`src/rtl/usb_frm_pkg.sv`:
```
package usb_frm_pkg;

   localparam int unsigned FRAME_W      = 11;
   localparam int unsigned UF_W         = 3;
   localparam int unsigned UF_PER_FRAME = 8;
   localparam longint      UF_PER_SEC   = 8000;

   typedef enum logic {
      SPD_FULL = 1'b0,
      SPD_HIGH = 1'b1
   } spd_mode_e;

   // Cycles in one 125 us microframe.
   function automatic int unsigned uf_cycles(longint clk_hz);
      return int'(clk_hz / UF_PER_SEC);
   endfunction

   // Keep-alive width in cycles, rounded to nearest, never below one.
   function automatic int unsigned ka_cycles(longint clk_hz, longint ka_ns);
      longint w;
      w = (clk_hz * ka_ns + 64'd500_000_000) / 64'd1_000_000_000;
      if (w < 1) w = 1;
      return int'(w);
   endfunction

endpackage

```
`src/rtl/usb_frm_tick.sv`:
```
module usb_frm_tick #(
   parameter int unsigned MF_CYC = 375,
   localparam int unsigned CW    = $clog2(MF_CYC)
) (
   input  logic          clk_i,
   input  logic          rst_ni,
   input  logic          en_i,
   output logic [CW-1:0] cnt_o,
   output logic          mf_start_o,
   output logic          mf_last_o
);

   logic [CW-1:0] cnt_q;

   assign mf_last_o  = (cnt_q == CW'(MF_CYC - 1));
   assign mf_start_o = (cnt_q == '0);
   assign cnt_o      = cnt_q;

   always_ff @(posedge clk_i or negedge rst_ni) begin
      if (!rst_ni) begin
         cnt_q <= '0;
      end else if (en_i) begin
         cnt_q <= mf_last_o ? '0 : cnt_q + 1'b1;
      end
   end

   // the cycle after a microframe end starts the next microframe
   assert_mf_wrap_R2: assert property (@(posedge clk_i) disable iff (!rst_ni)
      (en_i && mf_last_o) |=> (cnt_o == '0));

endmodule

```
`src/rtl/usb_frm_count.sv`:
```
module usb_frm_count
   import usb_frm_pkg::*;
(
   input  logic               clk_i,
   input  logic               rst_ni,
   input  logic               adv_i,
   output logic [UF_W-1:0]    uf_o,
   output logic [FRAME_W-1:0] frame_o
);

   logic [UF_W-1:0]    uf_q;
   logic [FRAME_W-1:0] frame_q;
   logic               uf_top;

   assign uf_top  = (uf_q == UF_W'(UF_PER_FRAME - 1));
   assign uf_o    = uf_q;
   assign frame_o = frame_q;

   always_ff @(posedge clk_i or negedge rst_ni) begin
      if (!rst_ni) begin
         uf_q    <= '0;
         frame_q <= '0;
      end else if (adv_i) begin
         uf_q <= uf_top ? '0 : uf_q + 1'b1;
         if (uf_top) begin
            frame_q <= frame_q + 1'b1;
         end
      end
   end

   assert_frame_step_R3: assert property (@(posedge clk_i) disable iff (!rst_ni)
      (frame_q != $past(frame_q)) |-> (frame_q == $past(frame_q) + 11'd1));

   assert_uf_clear_R5: assert property (@(posedge clk_i) disable iff (!rst_ni)
      (frame_q != $past(frame_q)) |-> (uf_q == '0));

   assert_hold_R7: assert property (@(posedge clk_i) disable iff (!rst_ni)
      !adv_i |=> ($stable(frame_q) && $stable(uf_q)));

endmodule

```
`src/rtl/usb_frm_keepalive.sv`:
```
module usb_frm_keepalive #(
   parameter int unsigned MF_CYC = 375,
   parameter int unsigned KA_CYC = 4,
   localparam int unsigned CW    = $clog2(MF_CYC)
) (
   input  logic          en_i,
   input  logic          uf_zero_i,
   input  logic [CW-1:0] cnt_i,
   output logic          ka_o
);

   if (KA_CYC == 1) begin : g_single
      assign ka_o = en_i && uf_zero_i && (cnt_i == '0);
   end else begin : g_window
      assign ka_o = en_i && uf_zero_i && (cnt_i < CW'(KA_CYC));
   end

endmodule

```
`src/rtl/usb_frame_timer.sv`:
```
module usb_frame_timer
   import usb_frm_pkg::*;
#(
   parameter longint CLK_HZ = 48_000_000,
   parameter longint KA_NS  = 1333,
   localparam int unsigned MF_CYC = uf_cycles(CLK_HZ),
   localparam int unsigned KA_CYC = ka_cycles(CLK_HZ, KA_NS),
   localparam int unsigned CW     = $clog2(MF_CYC)
) (
   input  logic               clk_i,
   input  logic               rst_ni,
   input  logic               en_i,
   input  logic               hs_mode_i,
   output logic               sof_o,
   output logic [FRAME_W-1:0] frame_o,
   output logic [UF_W-1:0]    uframe_o,
   output logic               keepalive_o
);

   if (CLK_HZ % UF_PER_SEC != 0) begin : g_chk_div
      $error("CLK_HZ must be a multiple of 8000");
   end
   if (MF_CYC < 2) begin : g_chk_min
      $error("CLK_HZ too low for a 125 us microframe");
   end
   if (KA_CYC >= MF_CYC) begin : g_chk_ka
      $error("keep-alive width must be shorter than a microframe");
   end

   spd_mode_e     mode;
   logic [CW-1:0] cnt;
   logic          mf_start;
   logic          mf_last;
   logic          uf_zero;

   assign mode = spd_mode_e'(hs_mode_i);

   usb_frm_tick #(.MF_CYC(MF_CYC)) u_tick (
      .clk_i      (clk_i),
      .rst_ni     (rst_ni),
      .en_i       (en_i),
      .cnt_o      (cnt),
      .mf_start_o (mf_start),
      .mf_last_o  (mf_last)
   );

   usb_frm_count u_count (
      .clk_i   (clk_i),
      .rst_ni  (rst_ni),
      .adv_i   (en_i && mf_last),
      .uf_o    (uframe_o),
      .frame_o (frame_o)
   );

   assign uf_zero = (uframe_o == '0);

   usb_frm_keepalive #(.MF_CYC(MF_CYC), .KA_CYC(KA_CYC)) u_ka (
      .en_i      (en_i),
      .uf_zero_i (uf_zero),
      .cnt_i     (cnt),
      .ka_o      (keepalive_o)
   );

   always_comb begin
      sof_o = 1'b0;
      if (en_i && mf_start) begin
         unique case (mode)
            SPD_HIGH: sof_o = 1'b1;
            SPD_FULL: sof_o = uf_zero;
            default:  sof_o = 1'b0;
         endcase
      end
   end

   // a fresh keep-alive pulse always starts together with a request
   assert_ka_with_sof_R6: assert property (@(posedge clk_i) disable iff (!rst_ni)
      ($rose(keepalive_o) && $past(en_i)) |-> sof_o);

   // later microframe requests keep the frame number
   assert_frame_shared_R4: assert property (@(posedge clk_i) disable iff (!rst_ni)
      (sof_o && hs_mode_i && uframe_o != '0) |-> $stable(frame_o));

endmodule

```
`config.mk`:
```
export PLATFORM = sky130hd
export DESIGN_NAME = usb_frame_timer
export DESIGN_NICKNAME = d
export VERILOG_FILES = /design/src/rtl/usb_frm_pkg.sv /design/src/rtl/usb_frm_tick.sv /design/src/rtl/usb_frm_count.sv /design/src/rtl/usb_frm_keepalive.sv /design/src/rtl/usb_frame_timer.sv
export SDC_FILE = /design/constraint.sdc
export NUM_CORES = 1
export LEC_CHECK = 0
export BUFFER_PORTS_ARGS = -buffer_cell sky130_fd_sc_hd__buf_2
export CAP_MARGIN = 10
export CORE_MARGIN = 5
export CORE_UTILIZATION = 47
export DETAILED_ROUTE_END_ITERATION = 6
export HOLD_SLACK_MARGIN = 0.08
export PLACE_DENSITY = 0.67
export SKIP_LAST_GASP = 1
export SYNTH_ARGS = -nofsm -noshare
export SYNTH_HDL_FRONTEND = slang
export SYNTH_SLANG_ARGS = --single-unit
```
`constraint.sdc`:
```
create_clock -name clk_i -period 2.5 [get_ports clk_i]
set_input_delay 0.25 -clock clk_i [delete_from_list [all_inputs] [get_ports clk_i]]
set_output_delay 0.25 -clock clk_i [all_outputs]
set_load 0.05 [all_outputs]
```
* Yosys cells after proc, flatten, opt, wreduce, memory -nomap -nowiden
Cells that the tools add are included.
Storage, ports and cells: output and inout bits 16, input port bits 4, register bits 27
Operators by class: muxes and demuxes 4, bitwise logic cells 1, eq/ne operators 2, order comparisons 1, reductions and logical operators 7, $add $sub $neg 3
Operators by type and width (count):
- adder 13 x 1 -> 13 bit, second input constant | 1
- == test 13 bit, second input constant | 1
- logical NOT 13 bit | 1
- less-than comparator 13 x 7 -> 1 bit, second input constant | 1
- 2-to-1 mux 13 bit | 1
- adder 11 x 1 -> 11 bit, second input constant | 1
- logical AND 1 bit | 4
- adder 3 x 1 -> 3 bit, second input constant | 1
- == test 3 bit, second input constant | 1
- logical NOT 3 bit | 1
- 2-to-1 mux 3 bit | 1
- one-hot mux 1 bit (2 select lines) | 1
- AND reduction 2 bit | 1
- 2-to-1 mux 1 bit | 1
- NOT 1 bit | 1

* Longest topological paths before layout
Gate-level depths: netlist of the first run.
word-level depth 3, gate-level depth with buffers 6, gate-level depth less buffers 5

* Modules after synthesis
A second synthesis of the first run with hierarchy kept.
Second synthesis, totals: cell total of the unflattened synthesis 137, area total of the unflattened synthesis 1463.9 um^2
Modules (own cells, without submodules):
- usb_frm_tick | instances 1, area an instance 792.0 um^2, cells each 82
- usb_frm_count | instances 1, area an instance 618.1 um^2, cells each 49
- usb_frm_keepalive | instances 1, area an instance 27.5 um^2, cells each 3
- usb_frame_timer | instances 1, area an instance 26.3 um^2, cells each 3

* Worst setup path after synthesis of the first run
No wires, ideal clock.
path type register to output, start point register u_count.uf_q[0] (netlist: u_count.uf_o[0]), end point output keepalive_o, setup slack 0.201 ns, stages on the path, launching flop included 4, data arrival time 2.049 ns, required time 2.250 ns, path buffers 0, path through dfrtp_1 inv_1 ha_1 nor3b_1
On the way: longest elaborated chain between the ends 3
RTL lines:
- from (decl) | RTL line usb_frm_count.sv:11 | logic [UF_W-1:0] uf_q;
- from (signal assigned) | RTL line usb_frm_count.sv:24 | uf_q <= uf_top ? '0 : uf_q + 1'b1;
- logical NOT 3 bit | RTL line usb_frame_timer.sv:55 | assign uf_zero = (uframe_o == '0);
- logical AND 1 bit (2 in series) | RTL line usb_frm_keepalive.sv:15 | assign ka_o = en_i && uf_zero_i && (cnt_i < CW'(KA_CYC));
- to (decl) | RTL line usb_frame_timer.sv:17 | output logic keepalive_o
No other way between the ends.

* Worst setup path in the final report of the first run
start point register u_tick.cnt_q[9] (netlist: u_tick.cnt_o[9]), end point output keepalive_o
On the way: longest elaborated chain between the ends 2
RTL lines:
- from (decl) | RTL line usb_frm_tick.sv:13 | logic [CW-1:0] cnt_q;
- from (signal assigned) | RTL line usb_frm_tick.sv:23 | cnt_q <= mf_last_o ? '0 : cnt_q + 1'b1;
- less-than comparator 13 x 7 -> 1 bit | RTL line usb_frm_keepalive.sv:15
- logical AND 1 bit | RTL line usb_frm_keepalive.sv:15
No other way between the ends.

==> results of run 1 <==
metal layers:
layer | global-route usage | vias to the layer above
li1 | - | 518
met1 | 0.174 | 511
met2 | 0.245 | 21
met3 | 0.0291 | 2
met4 | 0.0570 | 0
met5 | 0 | -
cell type report:
type,count,share of cell area
multi-input cells,97,0.450
flip-flops and latches,27,0.427
repair buffers,20,0.0664
well taps,33,0.0261
clock buffers,4,0.0166
inverters,6,0.0142
report_power, final:
group          switching (uW)  internal [uW]  total [uW]  leakage (uW)
combinational            64.5           58.5         123      0.000451
sequential               65.5            478         543      0.000346
clock                     131           62.5         193     0.0000150
registers in the layout, summed over array words and instances (netlist names):
register,cells
u_count.frame_o,11
u_count.uf_o,3
u_tick.cnt_o,13
synthesized netlist by cell type:
cell and number:
nand2_1 11, a31o_2 1, a41oi_1 1, xnor2_1 4, xor2_1 14, nor2_1 10
nand4b_4 1, nand3_1 8, a21boi_0 1, dfrtp_1 27, o22ai_1 2, buf_2 1
and2_1 1, ha_1 6, nor3_2 5, o21ai_0 4, a31oi_1 1, and3_1 1
or4_4 1, nor4_4 1, a21oi_1 2, buf_6 1, nand4_1 8, nor4b_1 1
or3b_2 1, o21ai_2 1, clkbuf_1 2, or3_1 2, nor4_1 2, nand4bb_2 1
and4_1 3, inv_1 6, nor3b_1 1, mux2_2 1, nor3_1 1
metrics by stage:
step	util	hold slack, ns
2_1_floorplan	-	-0.0456
3_3_place_gp	0.519	0.278
3_5_place_dp	0.519	0.301
4_1_cts	0.532	0.283
5_1_grt	0.532	0.315
6_report	0.532	0.304
final timing paths:
path	end	slack, ns
setup / recovery	keepalive_o	0.50
hold / removal	u_tick.cnt_o[1]	0.30
setup reg to reg	u_count.uf_o[1]	0.54
hold reg to reg	u_count.frame_o[10]	0.48
max in group asynchronous	u_count.uf_o[2]	1.67
min in group asynchronous	u_count.frame_o[1]	0.44
worst max-delay path: cells and delay by family, from the launching register on:
kind                   cells  cell delay (ns)
DFF                        1             0.49
buffers and inverters      1             0.29
and+or+nand+nor            3             0.64
cell families (layout without fill, tap and decap cells):
logic type / Yosys count / count (layout) / share of synthesized area
AND/OR/NAND/NOR: 59 / 59 / 0.269
flip-flops: 27 / 27 / 0.471
XOR/XNOR: 18 / 18 / 0.110
AO/OA/AOI/OAI: 13 / 13 / 0.0576
buffers and inverters: 10 / 30 / 0.0323
adder cells (fa/ha/maj): 6 / 6 / 0.0524
multiplexers: 1 / 1 / 0.00785
placed cells by master (no fill, tap or decap), drive strengths merged, types with 5 or more instances in the layout:
| master | count |
|---|---|
| nand3 | 8 |
| nor3 | 6 |
| inv | 6 |
| ha | 6 |
| o21ai | 5 |
| nor2 | 10 |
| buf | 19 |
| nand2 | 11 |
| dfrtp | 27 |
| nand4 | 8 |
| xor2 | 14 |
==> results by group, run 1 <==
Timing
  • Worst-Margin Slew: 0.597 ns
  • Final setup TNS: 0 ns
  • Endpoints failing hold: 0
  • F_max: 500 MHz
  • Setup ws final: 0.498 ns
  • Clk_skew: around 0.0045 ns
  • # setup viols final: 0
  • Post-route clock period utilization: 0.801
  • Slew Limit Fails: 0
  • Slew HR: 0.602
  • RSZ-0062 raised after global routing: false
  • Minimum clock period: around 2 ns

Setup path
  • Critical path, cell by cell: nor4b_1 > nand2_1 > nor3b_1 > buf_2
  • Critical path launch point type: register
  • Crit Path Class: register to output pin
  • Crit path max-delay cell type: dfrtp_1
  • Crit path DAT: about 1.8 ns
  • Reg-to-Reg Start: u_tick.cnt_o[0]
  • Worst reg2reg path depth: 5
  • Crit-path max FO: 7
  • CP peak stage delay: between 0.4 and 0.5 ns
  • Worst Setup End Kind: output pin
  • WP data required: between 2 and 2.5 ns
  • CP startpoint: u_tick.cnt_o[9]

Final layout
  • Number of diodes: 0
  • Layout cell share with drive strength beyond 1: 0.227
  • Area Growth Syn to Fin: 10.4%
  • Non-Filler Instances: about 190
  • Multi-input gate area: about 700 sq um
  • Fill cell count: ~260
  • Final nets: ~170
  • Seq. cell area: slightly below 700 sq um
  • Post-layout instance area: between 1500 and 2000 sq um

Synth
  • Yosys top cell area share: 0.471
  • Seq/Total Area, Yosys: 0.471
  • Synth Area per Inst: 10.7 sq um
  • Post-synthesis cell type count: 35
  • Synth warn: 0
  • Mapped Area: 1430 sq um
  • Synth Instances: approximately 130
  • Dominant cells by area after synthesis: dfrtp_1 47%, xor2_1 8.6%, ha_1 5.2%, nand4_1 3.5%, nor3_2 3.5%
  • Syn_nets: ~140
  • Largest area contributor in the netlist: dfrtp_1
  • Synthesized flop and latch total: 27

Global route
  • Pin count of the biggest net entering global routing: 28
  • Vias in the first global route: approximately 1,100
  • GRT Total Usage: 0.143
  • Total global routing overflow: 0
  • Initial antenna violation count: 0
  • First-pass GRT wire length: 4760 um

Clock tree
  • Postcts setup bufs: 0
  • CTS clk-pin slew, worst paths: ~0.15 ns
  • Clock Sinks: 27
  • TritonCTS buffer count: 3
  • CTS H-tree depth: 1
  • CTS tree: built
  • Hold_buf cts: 1
  • CTS root buf: clkbuf_4
  • Bufs on Longest Clock Path: 2
  • Worst-skew pair later-pin latency: between 0.3 and 0.4 ns
  • Post_cts resized: 0

Place
  • Placed Instances: 182
  • Placed Area: about 1500 sq um
  • Placer Congestion: 0.754
  • Port bufs: 19
  • HPWL after detailed placement: ~1900 um
  • Pre-CTS WS: ~0.6 ns

Route
  • M1 WL: between 1000 and 1500 um
  • Routed Antenna Nets: 0
  • Post-Route WL: roughly 2700 um
  • Post-DR wirelength/cell: about 14 um
  • Avg Vias per Cell: about 5.6
  • Total number of vias: 1,052
  • DR iter-0 viols: 49
  • DR WL met2: around 1300 um
  • Met3 wire length: around 140 um
  • DR top layer: met4
  • # DRC: 0
  • Drt pass-1 iters: 4

Floorplanning
  • Initial Util: 0.482
  • Area of the core: ~3000 sq um
  • I/O Pins: 20
  • Die span in x: between 60 and 70 um
  • Die area: between 4000 and 5000 sq um
  • Site row count: 20
  • Die H: approximately 65 um

Pwr
  • Cell Pwr Density: approximately 540 nW/um^2
  • Max VDD drop: roughly 0.38 mV
  • Tot Pwr: 859 uW
  • Leak: between 0.0008 and 0.0009 uW

Job
  • Maximum Capacitance Violations: 0

Hold path
  • Worst Hold Path Cells: 3
  • Worst Hold Launch: en_i
  • Worst Hold Class: primary input to register

Run status
  • Status: finished, final reports clean
Power figures use the tool's default switching activity.
==> run 2, diff against run 1 <==
Settings changed: PLACE_DENSITY 0.67 to 0.7.
Clock period 2.5 ns to 1.84 ns, I/O delays scaled along.
==> run 2 against run 1 <==
Register-to-register slack got worse by 0.49 ns. Core utilization up 5.8 points. Routed wire length increased by 9.3%. Sequential power up 31%. Via count up 5.7%. Sequential share of layout area fell by 3.9 points. First-iteration DRC count down 55%. Non-clock buffer count up 16. Sequential cell count is the same. Critical path type unchanged. Largest cell class unchanged. Largest power group unchanged.
==> results by group, run 2 (synthesis gave the netlist of run 1 again) <==
Route
  • Post-DR wirelength/cell: about 15 um
  • Routed Antenna Nets: 0
  • DR iter-0 viols: 22
  • Drt pass-1 iters: 4
  • # DRC: 0
  • Post-Route WL: between 2000 and 3000 um
  • Total number of vias: between 1,000 and 1,500
  • Avg Vias per Cell: 5.48

Place
  • HPWL after detailed placement: approximately 2200 um
  • Port bufs: 19
  • Pre-CTS WS: 0.0333 ns
  • Placed Area: between 1500 and 2000 sq um
  • Placer Congestion: a little over 0.8

Setup path
  • Crit-path leading delay family: simple AND/OR/NAND/NOR gates
  • Worst reg2reg path depth: 5
  • Critical path, cell by cell: nor4_1 > nand2_1 > nor3_2 > buf_6
  • WP data required: approximately 1.7 ns
  • RR Endpoint: u_count.uf_o[0]
  • Reg-to-Reg Start: u_tick.cnt_o[0]
  • Crit path max-delay cell type: dfrtp_2
  • CP peak stage delay: 0.46 ns
  • Worst Setup End Kind: output pin
  • Crit-path max FO: 4
  • Setup slack, reg-to-reg: ~0.05 ns
  • Critical path launch point type: register
  • Crit Path Class: register to output pin
  • Crit path DAT: about 1.6 ns
  • CP Buf/Inv Count: 1

Run status
  • Status: finished, final reports clean

Timing
  • Slew HR: 0.598
  • Slew Limit Fails: 0
  • Post-route clock period utilization: 0.976
  • RSZ-0062 raised after global routing: true
  • # setup viols final: 0
  • F_max: roughly 560 MHz
  • Setup ws final: about 0.044 ns
  • Worst-Margin Slew: 0.604 ns
  • Minimum clock period: around 1.8 ns
  • Clk_skew: slightly below 0.005 ns
  • Endpoints failing hold: 0

Hold path
  • Worst Hold Class: primary input to register
  • Worst Hold Path Cells: 3
  • Min-Delay Endpoint: u_tick.cnt_o[0]
  • Worst Hold Launch: en_i

Final layout
  • Largest register FFs: 13
  • Number of diodes: 0
  • Seq. cell area: 681 sq um
  • Final nets: approximately 180
  • Area Growth Syn to Fin: 22.4%
  • Post-layout instance area: ~1800 sq um
  • Fill cell count: between 200 and 250
  • Multi-input gate area: around 750 sq um
  • Most common cell after layout, fill and taps aside: dfrtp_1
  • Commonest non-fill, non-tap cells in the layout: 23 x dfrtp_1, 17 x buf_2, 16 x buf_4
  • Layout cell share with drive strength beyond 1: 0.359

Global route
  • Vias in the first global route: 1,116
  • Pin count of the biggest net entering global routing: 28
  • Initial antenna violation count: 0
  • First-pass GRT wire length: roughly 4900 um
  • Met2 global-route usage: 0.272
  • GRT Max-Usage Layer: met2
  • GR Util met3: 0.0308
  • Total global routing overflow: 0
  • GRT Total Usage: 0.148
  • Met1 Usage GRT: 0.166

Clock tree
  • Bufs on Longest Clock Path: 2
  • CTS tree: built
  • CTS H-tree depth: 1
  • TritonCTS buffer count: 3
  • CTS clk-pin slew, worst paths: around 0.14 ns
  • CTS root buf: clkbuf_4
  • Clock Sinks: 27
  • Worst-skew pair later-pin latency: approximately 0.32 ns

Pwr
  • Leak: 0.000896 uW
  • Cell Pwr Density: a little over 700 nW/um^2
  • Max VDD drop: approximately 0.54 mV

Floorplanning
  • Die area: 4260 sq um
  • Die span in x: between 60 and 70 um
  • Site row count: 20
  • Area of the core: 2980 sq um
  • Initial Util: 0.482
  • I/O Pins: 20
  • Die H: approximately 65 um

Job
  • Maximum Capacitance Violations: 0
==> run 2: cell count changes in the layout (fill, tap and decap cells not counted), sizes merged <==
| cell | delta |
|---|---|
| buf | +16 |
| clkbuf | -1 |
| clkinv | +1 |
==> run 2: through the flow <==
step	std cells	total power [uW]	hold slack [ns]	TNS [ns]	utilization
after floorplan	134	855	-0.112	0	-
after global placement	192	959	0.214	0	0.549
after detailed placement	192	974	0.223	0	0.549
after CTS	197	1240	0.286	0	0.568
after global routing	203	1330	0.307	-0.0929	0.589
final	203	1250	0.293	0	0.589
==> run 2: worst register-to-register path, stage by stage (launching register included) <==
cell and delay, ns:
dfrtp_1 0.39, ha_2 0.22, nand4b_4 0.11, or4_4 0.59, or3_1 0.36, o21ai_2 0.06
==> run 2: how the worst max path moves through the flow <==
stage	from	endpoint	slack [ns]	cells after the start
after floorplan	u_tick.cnt_o[0]	u_count.uf_o[0]	0.003	6
after global placement	u_tick.cnt_o[0]	u_count.uf_o[0]	0.07	5
after detailed placement	u_tick.cnt_o[0]	u_count.uf_o[0]	0.03	5
after CTS	u_tick.cnt_o[7]	keepalive_o	0.007	4
after global routing	u_tick.cnt_o[10]	keepalive_o	-0.04	4
final	u_tick.cnt_o[10]	sof_o	0.04	4
==> run 2: final cells by class <==
cell class                      instances  share of cell area
Clock buffer                            3              0.0128
Clock inverter                          1             0.00285
Inverter                                6              0.0128
Multi-Input combinational cell         97               0.425
Sequential cell                        27               0.388
Tap cell                               33              0.0235
Timing Repair Buffer                   36               0.135
==> run 2: report_power, final <==
group,leakage (uW),switching (uW),internal (uW)
registers,0.000343,62.9,649
clock network,0.0000177,171,81.4
logic,0.000536,151,137
total,0.000896,385,867
==> run 2: what timing repair did <==
| item | 4_1_cts | 5_1_grt |
|---|---|---|
| hold endpoints to repair | 27 | 0 |
| resized for setup | 6 | 4 |
| buffers inserted | 0 | 6 |
| setup endpoints to repair | 3 | 3 |
| hold buffers | 1 | 0 |
| pin swaps | 1 | 5 |
| cloned | 0 | 0 |
==> run 2: metal layers <==
metal,wire (um),share of wire,vias to the layer above
li1,-,-,552
met3,111,0.037,4
met4,42,0.014,0
met1,1280,0.43,536
met2,1530,0.52,20
met5,0,0,-
